--- config.mk ---
export PLATFORM = sky130hd
export DESIGN_NAME = pio_port
export DESIGN_NICKNAME = d
export VERILOG_FILES = /design/src/rtl/pio_port.sv
export SDC_FILE = /design/constraint.sdc
export NUM_CORES = 1
export LEC_CHECK = 0
export BUFFER_PORTS_ARGS = -buffer_cell sky130_fd_sc_hd__buf_2
export CORE_ASPECT_RATIO = 0.7
export CORE_MARGIN = 4
export CORE_UTILIZATION = 48
export CTS_BUF_LIST = sky130_fd_sc_hd__clkbuf_8 sky130_fd_sc_hd__clkbuf_16
export DETAILED_ROUTE_END_ITERATION = 16
export PLACE_DENSITY_LB_ADDON = 0.05
export SLEW_MARGIN = 15
export SYNTH_ARGS = -nofsm -noshare
export SYNTH_HDL_FRONTEND = slang
export SYNTH_SLANG_ARGS = --single-unit
export TNS_END_PERCENT = 100
--- constraint.sdc ---
create_clock -name clk -period 2.04 [get_ports clk]
set_input_delay 0.51 -clock clk [delete_from_list [all_inputs] [get_ports clk]]
set_output_delay 0.51 -clock clk [all_outputs]
set_load 0.01 [all_outputs]
--- src/rtl/pio_port.sv ---
module pio_port #(
  parameter int ADDR_W = 16,
  parameter int DATA_W = 8,
  parameter logic [ADDR_W-1:0] BASE_ADDR = 'h40,
  parameter bit ISOLATED = 1'b1
) (
  input  logic              clk,
  input  logic              rst_n,
  input  logic              bus_sel,
  input  logic              bus_wr,
  input  logic              bus_io,
  input  logic [ADDR_W-1:0] bus_addr,
  input  logic [DATA_W-1:0] bus_wdata,
  output logic [DATA_W-1:0] bus_rdata,
  output logic              bus_ack,
  output logic              irq,
  output logic              dev_strobe,
  output logic [1:0]        dev_cmd,
  output logic [DATA_W-1:0] dev_wdata,
  input  logic              dev_ack,
  input  logic [DATA_W-1:0] dev_rdata,
  input  logic [3:0]        dev_state
);

  localparam logic [1:0] OFF_DATA = 2'd0;
  localparam logic [1:0] OFF_STAT = 2'd1;
  localparam logic [1:0] OFF_CTRL = 2'd2;
  localparam logic [1:0] K_TEST   = 2'd1;
  localparam logic [1:0] K_READ   = 2'd2;

  logic              ien_q, ready_q, err_q, pend_q;
  logic [DATA_W-1:0] in_q;
  logic [3:0]        dstate_q;
  logic [DATA_W-1:0] stat_word, ctrl_word, rd_mux;

  wire space_ok = ISOLATED ? bus_io : 1'b1;
  wire [1:0] off = bus_addr[1:0];
  wire hit = bus_sel && space_ok && (off != 2'd3)
             && (bus_addr[ADDR_W-1:2] == BASE_ADDR[ADDR_W-1:2]);
  wire wr_data = hit && bus_wr && (off == OFF_DATA);
  wire wr_stat = hit && bus_wr && (off == OFF_STAT);
  wire wr_ctrl = hit && bus_wr && (off == OFF_CTRL);
  wire rd_data = hit && !bus_wr && (off == OFF_DATA);
  wire busy    = dev_strobe;
  wire done    = dev_strobe && dev_ack;
  wire cmd_go  = wr_ctrl && !busy;

  assign irq = pend_q;

  always_comb begin
    stat_word = '0;
    stat_word[7:0] = {dstate_q, pend_q, err_q, busy, ready_q};
    ctrl_word = '0;
    ctrl_word[7] = ien_q;
    ctrl_word[1:0] = dev_cmd;
    case (off)
      OFF_DATA: rd_mux = in_q;
      OFF_STAT: rd_mux = stat_word;
      default:  rd_mux = ctrl_word;
    endcase
  end

  always_ff @(posedge clk) begin
    if (!rst_n) begin
      bus_ack   <= 1'b0;
      bus_rdata <= '0;
    end else begin
      bus_ack <= hit;
      if (hit && !bus_wr) bus_rdata <= rd_mux;
    end
  end

  always_ff @(posedge clk) begin
    if (!rst_n) begin
      dev_strobe <= 1'b0;
      dev_cmd    <= 2'd0;
      ien_q      <= 1'b0;
      dev_wdata  <= '0;
    end else begin
      if (done) dev_strobe <= 1'b0;
      else if (cmd_go) begin
        dev_strobe <= 1'b1;
        dev_cmd    <= bus_wdata[1:0];
      end
      if (wr_ctrl) ien_q <= bus_wdata[7];
      if (wr_data && !busy) dev_wdata <= bus_wdata;
    end
  end

  always_ff @(posedge clk) begin
    if (!rst_n) begin
      ready_q  <= 1'b0;
      err_q    <= 1'b0;
      pend_q   <= 1'b0;
      in_q     <= '0;
      dstate_q <= 4'd0;
    end else begin
      if (done) ready_q <= 1'b1;
      else if (cmd_go) ready_q <= 1'b0;
      if ((wr_ctrl || wr_data) && busy) err_q <= 1'b1;
      else if (wr_stat && bus_wdata[2]) err_q <= 1'b0;
      if (done && ien_q) pend_q <= 1'b1;
      else if (rd_data || (wr_stat && bus_wdata[3])) pend_q <= 1'b0;
      if (done && dev_cmd == K_READ) in_q <= dev_rdata;
      if (done && dev_cmd == K_TEST) dstate_q <= dev_state;
    end
  end

  AST_STROBE_HOLD: assert property (@(posedge clk) disable iff (!rst_n)
    dev_strobe && !dev_ack |=> dev_strobe && $stable(dev_cmd) && $stable(dev_wdata));
  AST_STROBE_DROP: assert property (@(posedge clk) disable iff (!rst_n)
    dev_strobe && dev_ack |=> !dev_strobe);
  AST_ACK_NEEDS_SEL: assert property (@(posedge clk) disable iff (!rst_n)
    bus_ack |-> $past(bus_sel));
  AST_IRQ_CAUSE: assert property (@(posedge clk) disable iff (!rst_n)
    $rose(irq) |-> $past(dev_strobe && dev_ack && ien_q));

  generate
    if (ISOLATED) begin : g_iso_chk
      AST_IO_SPACE: assert property (@(posedge clk) disable iff (!rst_n)
        bus_ack |-> $past(bus_io));
    end
  endgenerate

endmodule

==> summary.md <==
| Metric | Value |
|---|---|
| Yosys top cell by area | dfxtp_1 |
| Mapped cell area | around 1600 um2 |
| Min-delay src | in_q[6]$_SDFFE_PN0P_ |
| Post-Layout Inst Area | around 2200 um2 |
| Via count | roughly 1700 |
| YS warnings | 0 |
| Crit path kind | in2reg |
| Yosys top cell area share | 0.439 |
| Worst setup SP type | input port |
| Via density | roughly 5.5 |
| Die ar. | 4440 um2 |
| Wire per inst | 14.8 um |
| I/O Buffers | 62 |
| Synth Instances | 192 |
| Crit path DAT | about 2000 ps |
| Reg clk slew, reported paths | 70 ps |
| Site Rows | 17 |
| Part of the power in registers | 0.498 |
| Fin util | 0.674 |
| #FFs+latches synth | 36 |
| Nets | between 300 and 400 |
| CTS tree | built |
| Status | complete, no violations |
| Clock power share | 0.431 |
| Largest net degree at the start of global routing | 33 |
| Setup TNS | 0 ps |
| GR Util All Layers | 0.209 |
| Non-Filler Instances | 307 |
| Layout filler cell count | approximately 280 |
| Total clock sinks | 36 |
| Cell internal pwr | roughly 1.1 mW |
| Routed wire length | 4540 um |
| Hold crit path type | reg2reg |
| Syn avg cell area | 8.56 um2 |
| Crit. End Element | register |
| Area Growth Syn to Fin | 31.7% |
| CP startpoint | bus_addr[12] |
| PwrDens | 652 nW/um2 |
| Synth top cells by count | 36 x dfxtp_1, 27 x a21oi_1, 26 x nand2_1 |
| Reg2Reg Launch Point | dev_strobe$_SDFFE_PP0P_ |
| Initial Utilization | 0.511 |
| DRT antenna net count | 0 |
| Max_cap viols | 0 |
| Placed instance area | around 2100 um2 |
| Cts bufs inserted | 5 |
| Clk_skew | 8.57 ps |
| Switching part of the total | 0.214 |
| Gpl congestion | 0.907 |
| Die width | around 78 um |
| Initial antenna violation count | 0 |
| Synth Flop Type | dfxtp_1 |
| Fmax | 557 MHz |
| Post-CTS Setup Inserts | 0 |
| # DRC | 0 |
| Synth top area cells | dfxtp_1 44%, mux2i_1 8.5%, a21oi_1 8.2%, o21ai_0 6.4%, nand2_1 5.9% |
| Reported net switching power | 0.302 mW |
| Clock Tree Buf Depth | 2 |
| Slew Viols, Final | 0 |
| Core box area | 3210 um2 |
| Ys async rst share | 0 |
| Count leader, synth | dfxtp_1 |
| Placed insts | 299 |
| Worst slew pin tran | a little under 400 ps |
| Root Buffer | clkbuf_8 |
| Die height | 56.9 um |
| IO Pins | between 60 and 70 |
| Comb power frac | 0.071 |
| Hpwl dp | ~3400 um |
| CP max FO | 14 |
| Slew headroom | 0.739 |
| Leak | 0.913 nW |
| Final Hold Vio Count | 0 |
| Post-synth EDFFs | 0 |
| H-tree levels | 2 |
| Final period utilization | 0.881 |
| Post-synthesis sequential area ratio | 0.439 |
| Global-route wire length before repair | 7220 um |
| Final setup viols | 0 |
| Share of cells above drive strength 1 | 0.331 |
| Hold Buf Count CTS | 0 |
| First-pass iteration count of the detailed router | 4 |
| Worst-skew pair later-pin latency | 290 ps |
| Drt initial violations | 100 |
| Grt total ovfl | 0 |
| Yosys cell types | 28 |
| Worst VDD drop | between 0.0003 and 0.0004 V |
| # diodes | 0 |
| RSZ-0062 raised after global routing | no |
| Critical Path RT | 2260 ps |
| Vias in the first global route | 1524 |
| Crit path time final | ~1800 ps |
| Syn_nets | 234 |
| Post-cts sizing count | 0 |
[layout by cell type, fill, tap and decap left out, drive strengths merged, types with 3 or more instances in the layout]
master,instances
a21oi,27
buf,74
clkbuf,5
dfxtp,36
inv,3
mux2i,14
nand2,26
nand3,9
nand4,14
nor2,5
nor2b,3
nor4b,4
o21ai,21
or4,5
[cell type report]
type,instances,area [um2],share of cell area
multi-input combinational,140,856,0.396
sequential,36,721,0.333
timing repair buffer,74,413,0.191
clock buffer,5,68.8,0.0318
tap,47,58.8,0.0272
clock inverter,3,38.8,0.0179
inverter,2,7.51,0.00347
[worst max-delay path: stages]
cell and delay (ps):
buf_2 90, nor4b_1 310, buf_4 180, nand3_1 60, buf_4 190, or4_1 510
a21oi_1 160
[power by group through the flow]
stage	clock (mW)	combinational [mW]	sequential, mW
after detailed placement	0	0.0992	0.719
after global placement	0	0.0966	0.719
after floorplan	0	0.0383	0.719
final	0.607	0.100	0.702
after CTS	0.618	0.0995	0.702
after global routing	0.650	0.110	0.702
[per-layer routing]
layer / vias up / GRT usage / part of all wire
li1: 840 / - / -
met5: - / 0 / 0
met1: 777 / 0.285 / 0.48
met3: 2 / 0.0568 / 0.074
met2: 63 / 0.312 / 0.44
met4: 0 / 0.0898 / 0.0064
[flip-flops by register name (all words and copies together), names as in the netlist, 2 cells and up]
name,cells
bus_rdata,8
dev_wdata,8
dev_cmd,2
in_q,8
dstate_q,4
[stage by stage]
| step | hold WS, ps | power, mW | worst slack (ps) |
|---|---|---|---|
| global placement | 445 | 0.815 | 12.1 |
| floorplan | 436 | 0.757 | 166 |
| CTS | 449 | 1.42 | 228 |
| detailed placement | 450 | 0.818 | -56.7 |
| global route | 460 | 1.46 | 81.7 |
| finish | 454 | 1.41 | 243 |
[path summary, 6_finish.rpt]
| path | end | slack (ps) | depth (start not counted) |
|---|---|---|---|
| worst max-delay path | bus_rdata[4]$_SDFFE_PN0P_ | 240 | 7 |
| worst max register to register | dev_wdata[0]$_SDFFE_PN0P_ | 510 | 4 |
| worst min register to register | in_q[6]$_SDFFE_PN0P_ | 450 | 2 |
| worst min-delay path | in_q[6]$_SDFFE_PN0P_ | 450 | 2 |
[kinds of logic after synthesis]
family / count (synthesis) / share of synthesized area
muxes: 14 / 0.0853
DFF: 36 / 0.439
and+or+nand+nor: 74 / 0.270
AOI/OAI and AO/OA: 52 / 0.166
buffers and inverters: 16 / 0.0404
No activity file was read; power rests on OpenSTA's default activity.
